$ cat config.mk
export PLATFORM = sky130hd
export DESIGN_NAME = hazard_unit
export DESIGN_NICKNAME = d
export VERILOG_FILES = /design/src/rtl/hz_pkg.sv /design/src/rtl/hz_bypass.sv /design/src/rtl/hz_mode.sv /design/src/rtl/hz_ctrl.sv /design/src/rtl/hazard_unit.sv
export SDC_FILE = /design/constraint.sdc
export NUM_CORES = 1
export LEC_CHECK = 0
export ABC_AREA = 0
export CAP_MARGIN = 20
export CELL_PAD_IN_SITES_DETAIL_PLACEMENT = 2
export CELL_PAD_IN_SITES_GLOBAL_PLACEMENT = 2
export CORE_AREA = 3 3 40 42
export DETAILED_ROUTE_END_ITERATION = 10
export DIE_AREA = 0 0 43 45
export DONT_BUFFER_PORTS = 1
export PLACE_DENSITY_LB_ADDON = 0.1
export SYNTH_ARGS = -nofsm -noshare
export SYNTH_HDL_FRONTEND = slang
export SYNTH_SLANG_ARGS = --single-unit
$ cat constraint.sdc
create_clock -name vclk -period 4.9
set_clock_uncertainty 0.05 [all_clocks]
set_input_delay 0.98 -clock vclk [all_inputs]
set_output_delay 0.98 -clock vclk [all_outputs]
set_load 0.005 [all_outputs]
$ cat src/rtl/hz_pkg.sv
package hz_pkg;

    typedef enum logic [1:0] {
        SRC_RF = 2'd0,
        SRC_X2 = 2'd1,
        SRC_WB = 2'd2
    } src_e;

    typedef enum logic [2:0] {
        M_RUN   = 3'd0,
        M_BACK  = 3'd1,
        M_DEP   = 3'd2,
        M_JUMP  = 3'd3,
        M_IFILL = 3'd4
    } mode_e;

    localparam int NSTG   = 6;
    localparam int ST_FE1 = 0;
    localparam int ST_FE2 = 1;
    localparam int ST_REG = 2;
    localparam int ST_X1  = 3;
    localparam int ST_X2  = 4;
    localparam int ST_WB  = 5;

endpackage

$ cat src/rtl/hz_bypass.sv
module hz_bypass
    import hz_pkg::*;
#(
    parameter int AW = 4
) (
    input  logic          clk,
    input  logic          rst_n,
    input  logic [AW-1:0] src,
    input  logic          x1_valid,
    input  logic          x2_wr,
    input  logic [AW-1:0] x2_rd,
    input  logic          wb_wr,
    input  logic [AW-1:0] wb_rd,
    output src_e          sel,
    output logic          x2_hit
);

    logic reads_reg;
    logic wb_hit;

    assign reads_reg = x1_valid && (src != '0);
    assign x2_hit    = reads_reg && x2_wr && (x2_rd == src);
    assign wb_hit    = reads_reg && wb_wr && (wb_rd == src);

    always_comb begin
        if (x2_hit)      sel = SRC_X2;
        else if (wb_hit) sel = SRC_WB;
        else             sel = SRC_RF;
    end


    zero_src_chk: assert property (@(posedge clk) disable iff (!rst_n)
        (src == '0) |-> (sel == SRC_RF));


    younger_wins_chk: assert property (@(posedge clk) disable iff (!rst_n)
        (x1_valid && src != '0 && x2_wr && x2_rd == src) |-> (sel == SRC_X2));

endmodule

$ cat src/rtl/hz_mode.sv
module hz_mode
    import hz_pkg::*;
(
    input  logic  clk,
    input  logic  rst_n,
    input  logic  back_busy,
    input  logic  dep_wait,
    input  logic  redir,
    input  logic  imiss,
    output mode_e mode
);

    always_comb begin
        if (back_busy)     mode = M_BACK;
        else if (dep_wait) mode = M_DEP;
        else if (redir)    mode = M_JUMP;
        else if (imiss)    mode = M_IFILL;
        else               mode = M_RUN;
    end


    back_first_chk: assert property (@(posedge clk) disable iff (!rst_n)
        back_busy |-> (mode == M_BACK));

endmodule

$ cat src/rtl/hz_ctrl.sv
module hz_ctrl
    import hz_pkg::*;
(
    input  logic            clk,
    input  logic            rst_n,
    input  mode_e           mode,
    output logic [NSTG-1:0] stall,
    output logic [NSTG-1:0] flush
);

    always_comb begin
        stall = '0;
        flush = '0;
        unique case (mode)
            M_RUN: begin
            end
            M_BACK: begin
                for (int i = ST_FE1; i <= ST_X2; i++) stall[i] = 1'b1;
                flush[ST_WB] = 1'b1;
            end
            M_DEP: begin
                for (int i = ST_FE1; i <= ST_X1; i++) stall[i] = 1'b1;
                flush[ST_X2] = 1'b1;
            end
            M_JUMP: begin
                for (int i = ST_FE2; i <= ST_X1; i++) flush[i] = 1'b1;
            end
            M_IFILL: begin
                stall[ST_FE1] = 1'b1;
                stall[ST_FE2] = 1'b1;
                flush[ST_REG] = 1'b1;
            end
            default: begin
            end
        endcase
    end


    no_overlap_chk: assert property (@(posedge clk) disable iff (!rst_n)
        (stall & flush) == '0);

endmodule

$ cat src/rtl/hazard_unit.sv
module hazard_unit
    import hz_pkg::*;
#(
    parameter int AW   = 4,
    parameter int NSRC = 2
) (
    input  logic              clk,
    input  logic              rst_n,
    input  logic              x1_valid,
    input  logic [NSRC*AW-1:0] x1_src,
    input  logic              x1_redirect,
    input  logic              x2_valid,
    input  logic              x2_we,
    input  logic [AW-1:0]     x2_rd,
    input  logic              x2_ready,
    input  logic              x2_mc_busy,
    input  logic              x2_dmiss,
    input  logic              wb_valid,
    input  logic              wb_we,
    input  logic [AW-1:0]     wb_rd,
    input  logic              f2_imiss,
    output logic [2*NSRC-1:0] fwd_sel,
    output logic [NSTG-1:0]   stall,
    output logic [NSTG-1:0]   flush
);

    logic [NSRC-1:0] x2_hit;
    logic            x2_wr, wb_wr;
    logic            back_busy, dep_wait, redir;
    mode_e           mode;

    assign x2_wr = x2_valid && x2_we;
    assign wb_wr = wb_valid && wb_we;

    for (genvar k = 0; k < NSRC; k++) begin : g_op
        src_e sel_k;
        hz_bypass #(.AW(AW)) u_byp (
            .clk      (clk),
            .rst_n    (rst_n),
            .src      (x1_src[k*AW +: AW]),
            .x1_valid (x1_valid),
            .x2_wr    (x2_wr),
            .x2_rd    (x2_rd),
            .wb_wr    (wb_wr),
            .wb_rd    (wb_rd),
            .sel      (sel_k),
            .x2_hit   (x2_hit[k])
        );
        assign fwd_sel[2*k +: 2] = sel_k;
    end

    assign back_busy = x2_valid && (x2_mc_busy || x2_dmiss);
    assign dep_wait  = (|x2_hit) && !x2_ready;
    assign redir     = x1_valid && x1_redirect;

    hz_mode u_mode (
        .clk       (clk),
        .rst_n     (rst_n),
        .back_busy (back_busy),
        .dep_wait  (dep_wait),
        .redir     (redir),
        .imiss     (f2_imiss),
        .mode      (mode)
    );

    hz_ctrl u_ctrl (
        .clk   (clk),
        .rst_n (rst_n),
        .mode  (mode),
        .stall (stall),
        .flush (flush)
    );


    dep_bubble_chk: assert property (@(posedge clk) disable iff (!rst_n)
        (x1_valid && x2_valid && x2_we && x2_rd != '0 && x2_rd == x1_src[AW-1:0]
         && !x2_ready && !(x2_mc_busy || x2_dmiss)) |-> (stall[ST_X1] && flush[ST_X2]));


    back_hold_chk: assert property (@(posedge clk) disable iff (!rst_n)
        (x2_valid && x2_dmiss) |-> (stall[ST_X2] && flush[ST_WB] && !flush[ST_X1]));


    ready_bypass_chk: assert property (@(posedge clk) disable iff (!rst_n)
        (fwd_sel[1:0] == 2'd1 && x2_ready && !x2_mc_busy && !x2_dmiss && !f2_imiss)
        |-> (stall == '0));

endmodule

==> results.py, run 1 <==
metrics = {
    "global_route": {
        "grt_pass1_vias": 402,
        "grtUsageTotal_pct": 11.44,
        "grt_start_max_net_pins": 5,
        "grt_pass1_wl_um": 1766,
        "grt_remaining_overflow": 0,
        "antenna_found_initial": 0,
    },
    "layout": {
        "final_util_pct": 26.97,
        "drive_gt1_share_pct": 8.163,
        "fillers": 166,
        "seq_cells": 0,
        "ff_latch_area_sq_um": 0,
        "mostFrequentLayoutCells": "xnor2_1 (11), nor3_1 (11), nand2_1 (3), a21oi_1 (3)",
        "multi_input_area_sq_um": 320.3,
        "nClkBuffers": 0,
        "nets": 79,
        "area_delta_synth_final_pct": -9.772,
        "antennaDiodeCount": 0,
    },
    "floorplanning": {
        "dieWidth_um": 43,
        "io_pins": 44,
        "dieHeight_um": 45,
        "rows": 13,
        "initial_utilization_pct": 29.89,
        "core_sq_mm": 0.001285,
        "die-area_sq_mm": 0.001935,
    },
    "critical_path": {
        "path_buf_inv": 0,
        "slowest_delay_ns": 0.51,
        "cp-start-kind": "input pin",
        "crit_chain": "or4_4, nand3_2, o41ai_2, nor3_1",
        "critPathCaptureType": "primary output",
        "required_ns": 3.87,
        "crit_family": "simple AND/OR/NAND/NOR gates",
        "cp_slowest_cell": "or4_4",
        "cp-startpoint": "x1_src[3]",
        "critical_path_arrival_ns": 2.06,
        "criticalPathCategory": "in2out",
        "cp_max_fo": 4,
    },
    "yosys": {
        "synthMuxAreaShare_pct": 0,
        "synthDistinctLibCells": 20,
        "yosys.area_share.xor_xnor_pct": 29.64,
        "netlist_instances": 56,
        "synth_compound_area_share_pct": 15.64,
        "syn_area_sq_um": 384.1,
        "synth_top_family_by_area": "simple AND/OR/NAND/NOR gates",
        "synth-seq-area-share_pct": 0,
        "yosysWarnings": 0,
        "synth_simple_gate_area_share_pct": 36.16,
        "synth_fa_ha_area_share_pct": 0,
        "avgSynthCellArea_sq_um": 6.859,
    },
    "timing": {
        "fin_crit_sh_pct": 63.05,
        "setup_viol": 0,
        "period_minus_slack_ns": 3.090,
        "max_freq_mhz": 323.7,
        "rsz0062_at_grt": "no",
        "report.final.slew_viol_count": 0,
        "fin_hold_ws_ns": 2.047,
        "hold_viol": 0,
        "setup-tns-final_ns": 0,
    },
    "clock_network": {
        "cts_hold_buf": 0,
        "post_cts.repair.setup_buffers": 0,
        "cts-resized-gates": 0,
    },
    "run": {
        "drv_cap": 0,
    },
    "drt": {
        "detailroute.via_count": 388,
        "vias_per_cell": 6.063,
        "wire_per_inst_um": 18.38,
        "drc_errors": 0,
        "ant_nets": 0,
        "drt_iter0_drc": 2,
        "dr.pass1.iters": 2,
        "wirelength_um": 1176,
    },
    "status": {
        "status": "complete, no violations",
    },
    "worst_hold_path": {
        "min_path_cells": 2,
        "worstHoldStart": "x1_redirect",
        "hold_path_end": "flush[3]",
        "hold_path_class": "in2out",
    },
    "power": {
        "powerDensity_mw_per_mm2": 67.99,
        "max-vdd-ir-drop_uv": 18.10,
        "leakage_nw": 0.1273,
    },
    "place": {
        "numPortBuffers": 0,
        "place.gp.congestion": 0.7006,
        "hpwl_um": 1111,
    },
}
[metal layers]
metal  GRT usage (%)  wire length [um]  vias up  part of all wire, %
met5               0                 0        -                    0
met2           22.75               575       37                   49
met4               0                 0        0                    0
li1                -                 -      179                    -
met3           3.984               193        0                   16
met1           12.38               406      172                   35
[per-stage QoR]
| step | setup WS [ns] | area, sq um | std cells | power, mW |
|---|---|---|---|---|
| 2_1_floorplan | 1.758 | 387.9 | 57 | 0.02477 |
| 3_3_place_gp | 1.791 | 346.6 | 64 | 0.02314 |
| 3_5_place_dp | 1.797 | 346.6 | 64 | 0.02408 |
| 4_1_cts | 1.789 | 346.6 | 64 | 0.02419 |
| 5_1_grt | 1.700 | 346.6 | 64 | 0.02635 |
| 6_report | 1.810 | 346.6 | 64 | 0.02357 |
[final cells by class]
cell class | count | share of cell area, %
tap | 15 | 5.415
multi-input combinational | 47 | 92.42
inverter | 2 | 2.166
[Yosys cell counts]
cell type,count,area [sq um]
nor3_1,11,55.05
xnor2_1,11,96.34
buf_4,8,60.06
a21oi_1,3,15.01
nand2_1,3,11.26
and3_1,2,12.51
inv_1,2,7.510
nand4_1,2,12.51
o21ai_0,2,10.01
xor2_1,2,17.52
a211o_1,1,8.760
and4_1,1,8.760
conb_1,1,3.750
nand3_1,1,5.000
nand3_2,1,10.01
o211a_1,1,10.01
o41ai_2,1,16.27
or2_1,1,6.260
or2_2,1,6.260
or4_4,1,11.26
[power by group]
part / switching (mW) / internal [mW] / leakage, nW / total, mW
registers: 0 / 0 / 0 / 0
clock network: 0 / 0 / 0 / 0
logic: 0.0115 / 0.0121 / 0.127 / 0.0236
total: 0.0115 / 0.0121 / 0.127 / 0.0236
[worst max-delay path by stage]
stage | cells after the start | slack, ns | end
final | 4 | 1.81 | flush[1]
after global routing | 4 | 1.70 | flush[1]
after CTS | 4 | 1.79 | flush[1]
after detailed placement | 4 | 1.80 | flush[1]
after global placement | 4 | 1.79 | flush[1]
after floorplan | 5 | 1.76 | stall[1]
[kinds of logic after synthesis]
group                  count (synthesis)
other                                  1
AO/OA/AOI/OAI                          8
buffers and inverters                 10
XOR/XNOR                              13
AND/OR/NAND/NOR                       24
No activity file was read; power rests on OpenSTA's default activity.
==> inputs of run 2 (changes only) <==
==> constraint.sdc (replaced) <==
create_clock -name vclk -period 3.2
set_clock_uncertainty 0.05 [all_clocks]
set_input_delay 0.64 -clock vclk [all_inputs]
set_output_delay 0.64 -clock vclk [all_outputs]
set_load 0.005 [all_outputs]
==> run 2 against run 1 <==
Routed wire length up 2.4%; via count down 3.4%; combinational power up 54%; die area unchanged; power up 54%; first-iteration DRC count unchanged; sequential share of layout area unchanged; core utilization unchanged; global-route usage up 0.17 points; final cell count unchanged; non-clock buffer count unchanged; design area unchanged.
==> results.py, run 2 (synthesis gave the netlist of run 1 again) <==
metrics = {
    "floorplanning": {
        "io_pins": 44,
        "core_sq_mm": 0.001285,
        "initial_utilization_pct": 29.89,
        "dieHeight_um": 45,
        "dieWidth_um": 43,
        "rows": 13,
        "die-area_sq_mm": 0.001935,
    },
    "critical_path": {
        "required_ns": 2.51,
        "slowest_delay_ns": 0.52,
        "cp-startpoint": "x1_src[3]",
        "cp_slowest_cell": "or4_4",
        "critPathCaptureType": "primary output",
        "crit_cells": 4,
        "criticalPathCategory": "in2out",
        "crit_family": "simple AND/OR/NAND/NOR gates",
        "crit_chain": "or4_4, nand3_2, o41ai_2, nor3_1",
        "cp_max_fo": 4,
        "cp-start-kind": "input pin",
        "critical_path_arrival_ns": 1.72,
        "path_buf_inv": 0,
        "worstSetupEndpoint": "flush[1]",
    },
    "global_route": {
        "grt_remaining_overflow": 0,
        "grt_pass1_vias": 383,
        "antenna_found_initial": 0,
        "grt_start_max_net_pins": 5,
        "grt_pass1_wl_um": 1794,
        "grtUsageTotal_pct": 11.61,
    },
    "layout": {
        "antennaDiodeCount": 0,
        "seq_cells": 0,
        "mostFrequentLayoutCells": "xnor2_1 (11), nor3_1 (11), nand2_1 (3), a21oi_1 (3)",
        "fillers": 166,
        "multi_input_area_sq_um": 320.3,
        "ff_latch_area_sq_um": 0,
        "area_delta_synth_final_pct": -9.772,
        "nets": 79,
        "layout.cells.non_filler": 64,
        "drive_gt1_share_pct": 8.163,
        "final_util_pct": 26.97,
        "nClkBuffers": 0,
        "fin_area_sq_um": 346.6,
    },
    "drt": {
        "drc_errors": 0,
        "ant_nets": 0,
        "dr.pass1.iters": 2,
        "wirelength_um": 1204,
        "vias_per_cell": 5.859,
        "drt_iter0_drc": 2,
        "wire_per_inst_um": 18.81,
        "detailroute.via_count": 375,
    },
    "timing": {
        "period_minus_slack_ns": 2.411,
        "setup-tns-final_ns": 0,
        "rsz0062_at_grt": "no",
        "setup_viol": 0,
        "max_freq_mhz": 414.7,
        "fin_crit_sh_pct": 75.36,
        "hold_viol": 0,
        "report.final.slew_viol_count": 0,
        "layout_setup_ws_ns": 0.7885,
    },
    "power": {
        "max-vdd-ir-drop_uv": 25.45,
        "leakage_nw": 0.1273,
        "powerDensity_mw_per_mm2": 104.8,
        "clkPwrFrac_pct": 0,
        "internal-power_mw": 0.01855,
        "p_sw_mw": 0.01777,
        "power_frac_seq_pct": 0,
        "p_sw_share_pct": 48.93,
        "power_frac_comb_pct": 100.0,
    },
    "status": {
        "status": "complete, no violations",
    },
    "clock_network": {
        "cts-resized-gates": 0,
        "post_cts.repair.setup_buffers": 0,
        "cts_hold_buf": 0,
    },
    "place": {
        "numPortBuffers": 0,
        "place.gp.congestion": 0.7007,
        "place_inst": 64,
        "hpwl_um": 1110,
        "dp_slack_ns": 0.7744,
        "place_area_sq_um": 346.6,
    },
    "run": {
        "drv_cap": 0,
    },
    "worst_hold_path": {
        "hold_path_class": "in2out",
    },
}
==> run 2: how the worst min path moves through the flow <==
stage                            from        to  slack, ns  cells past startpoint
final                     x1_redirect  flush[3]       1.38                      2
after global placement    x1_redirect  flush[3]       1.36                      2
after global routing         x2_ready  flush[4]       1.39                      2
after detailed placement  x1_redirect  flush[3]       1.37                      2
after floorplan           x1_redirect  flush[1]       1.34                      2
after CTS                 x1_redirect  flush[3]       1.37                      2
==> run 2: layout make-up <==
class              instances  share of cell area, %
well taps                 15                  5.415
inverters                  2                  2.166
multi-input cells         47                  92.42
==> run 2: per-layer routing <==
metal	up-vias	part of all wire [%]	global-route usage, %
li1	177	-	-
met1	164	35	12.38
met2	34	48	22.75
met3	0	17	4.781
met4	0	0	0
met5	-	0	0
==> run 2: power by group through the flow <==
stage / sequential [mW] / clock (mW) / combinational (mW)
after global routing: 0 / 0 / 0.0406
after detailed placement: 0 / 0 / 0.0369
after floorplan: 0 / 0 / 0.0379
after CTS: 0 / 0 / 0.0371
after global placement: 0 / 0 / 0.0354
final: 0 / 0 / 0.0363
==> run 2: per-stage QoR <==
stage,power (mW),hold slack (ns)
after CTS,0.03708,1.375
after global placement,0.03543,1.361
after detailed placement,0.03688,1.373
after floorplan,0.03793,1.340
after global routing,0.04058,1.394
final,0.03632,1.377
==> inputs of run 3 (changes only) <==
--- a/config.mk
+++ b/config.mk
@@ -9,9 +9,9 @@
 export CAP_MARGIN = 20
 export CELL_PAD_IN_SITES_DETAIL_PLACEMENT = 2
 export CELL_PAD_IN_SITES_GLOBAL_PLACEMENT = 2
-export CORE_AREA = 3 3 40 42
+export CORE_MARGIN = 3
+export CORE_UTILIZATION = 27
 export DETAILED_ROUTE_END_ITERATION = 10
-export DIE_AREA = 0 0 43 45
 export DONT_BUFFER_PORTS = 1
 export PLACE_DENSITY_LB_ADDON = 0.1
 export SYNTH_ARGS = -nofsm -noshare
==> constraint.sdc (replaced) <==
create_clock -name vclk -period 2.1
set_clock_uncertainty 0.05 [all_clocks]
set_input_delay 0.42 -clock vclk [all_inputs]
set_output_delay 0.42 -clock vclk [all_outputs]
set_load 0.005 [all_outputs]
==> run 3 against run 2 <==
Critical path depth up 1; combinational power up 55%; via count up 1.3%; sequential share of layout area unchanged; power up 54%; clock-buffer cell count unchanged; sequential cell count unchanged; non-clock buffer count up 1; hold slack worse by 0.44 ns; highest routed layer unchanged.
==> results.py, run 3 (synthesis gave the netlist of run 1 again) <==
metrics = {
    "critical_path": {
        "cp-start-kind": "input pin",
        "critPathCaptureType": "primary output",
        "cp_slowest_cell": "or4_4",
        "required_ns": 1.63,
        "criticalPathCategory": "in2out",
        "critical_path_arrival_ns": 1.48,
        "crit_chain": "or4_4, nand3_2, o41ai_2, nor3_1, buf_4",
        "slowest_delay_ns": 0.52,
        "cp_max_fo": 4,
    },
    "power": {
        "power_frac_seq_pct": 0,
        "power_frac_comb_pct": 100.0,
        "p_sw_share_pct": 47.64,
        "clkPwrFrac_pct": 0,
        "leakage_nw": 0.1326,
        "p_sw_mw": 0.02671,
        "finalPower_mw": 0.05606,
        "max-vdd-ir-drop_uv": 32.88,
        "internal-power_mw": 0.02935,
        "powerDensity_mw_per_mm2": 158.9,
    },
    "layout": {
        "final_util_pct": 29.01,
        "mostFrequentLayoutCells": "xnor2_1 (11), nor3_1 (11), nand2_1 (3), a21oi_1 (3)",
        "nets": 80,
        "area_delta_synth_final_pct": -8.143,
        "ff_latch_area_sq_um": 0,
        "nClkBuffers": 0,
        "fin_area_sq_um": 352.8,
        "antennaDiodeCount": 0,
        "drive_gt1_share_pct": 10.00,
        "seq_cells": 0,
    },
    "global_route": {
        "grt_remaining_overflow": 0,
        "grt_pass1_vias": 406,
        "grt_pass1_wl_um": 1863,
        "grtUsageTotal_pct": 12.24,
        "grt_start_max_net_pins": 5,
        "antenna_found_initial": 0,
    },
    "drt": {
        "wire_per_inst_um": 18.55,
        "detailroute.via_count": 380,
        "vias_per_cell": 5.938,
        "drt_iter0_drc": 0,
        "ant_nets": 0,
        "drc_errors": 0,
        "dr.pass1.iters": 1,
        "wirelength_um": 1187,
    },
    "floorplanning": {
        "initial_utilization_pct": 31.58,
        "io_pins": 44,
        "core_sq_mm": 0.001216,
        "dieWidth_um": 43.72,
        "dieHeight_um": 43.72,
        "rows": 12,
        "die-area_sq_mm": 0.001911,
    },
    "clock_network": {
        "cts-resized-gates": 0,
        "cts_hold_buf": 0,
        "post_cts.repair.setup_buffers": 0,
    },
    "timing": {
        "period_minus_slack_ns": 1.945,
        "rsz0062_at_grt": "no",
        "report.final.slew_viol_count": 0,
        "hold_viol": 0,
        "max_freq_mhz": 514.0,
        "fin_crit_sh_pct": 92.64,
        "setup_viol": 0,
        "setup-tns-final_ns": 0,
    },
    "worst_hold_path": {
        "hold_path_class": "in2out",
    },
    "run": {
        "drv_cap": 0,
    },
    "place": {
        "place.gp.congestion": 0.7911,
        "numPortBuffers": 0,
        "hpwl_um": 1112,
        "place_area_sq_um": 352.8,
    },
    "status": {
        "status": "complete, no violations",
    },
}
[run 3: cell count changes in the layout (fill, tap and decap cells not counted)]
cell,delta
buf_4,+1
[run 3: worst paths after layout]
kind / slack (ns) / depth (start not counted) / end / from
max: 0.15 / 5 / flush[3] / x1_src[3]
min: 0.93 / 1 / stall[0] / f2_imiss
[run 3: power groups by stage]
| stage | combinational, mW | clock [mW] | sequential [mW] |
|---|---|---|---|
| 2_1_floorplan | 0.0578 | 0 | 0 |
| 4_1_cts | 0.0570 | 0 | 0 |
| 3_3_place_gp | 0.0550 | 0 | 0 |
| 3_5_place_dp | 0.0568 | 0 | 0 |
| 6_report | 0.0561 | 0 | 0 |
| 5_1_grt | 0.0639 | 0 | 0 |
[run 3: area by class of cell]
type / instances / area [sq um]
fill: 151 / 863.3
multi-input combinational: 47 / 320.3
tap: 14 / 17.52
timing repair buffer: 1 / 7.507
inverter: 2 / 7.507
[run 3: critical path, delay by kind of cell]
| kind | cells | cell delay (ns) |
|---|---|---|
| AND/OR/NAND/NOR | 3 | 0.82 |
| buffers and inverters | 1 | 0.15 |
| AO/OA/AOI/OAI | 1 | 0.09 |
[run 3: metrics by stage]
stage,setup WS (ns),hold slack (ns),cells
floorplan,0.07817,0.8995,57
global placement,0.1624,0.9382,64
detailed placement,0.1438,0.9336,64
CTS,0.1367,0.9336,64
global route,0.07094,0.9427,64
finish,0.1546,0.9323,64
[run 3: metal layers]
layer	GRT usage, %	vias to the layer above	part of all wire [%]
met5	0	-	0
met4	0	0	0
met3	4.149	0	15
met2	19.19	24	42
met1	17.11	178	43
li1	-	178	-
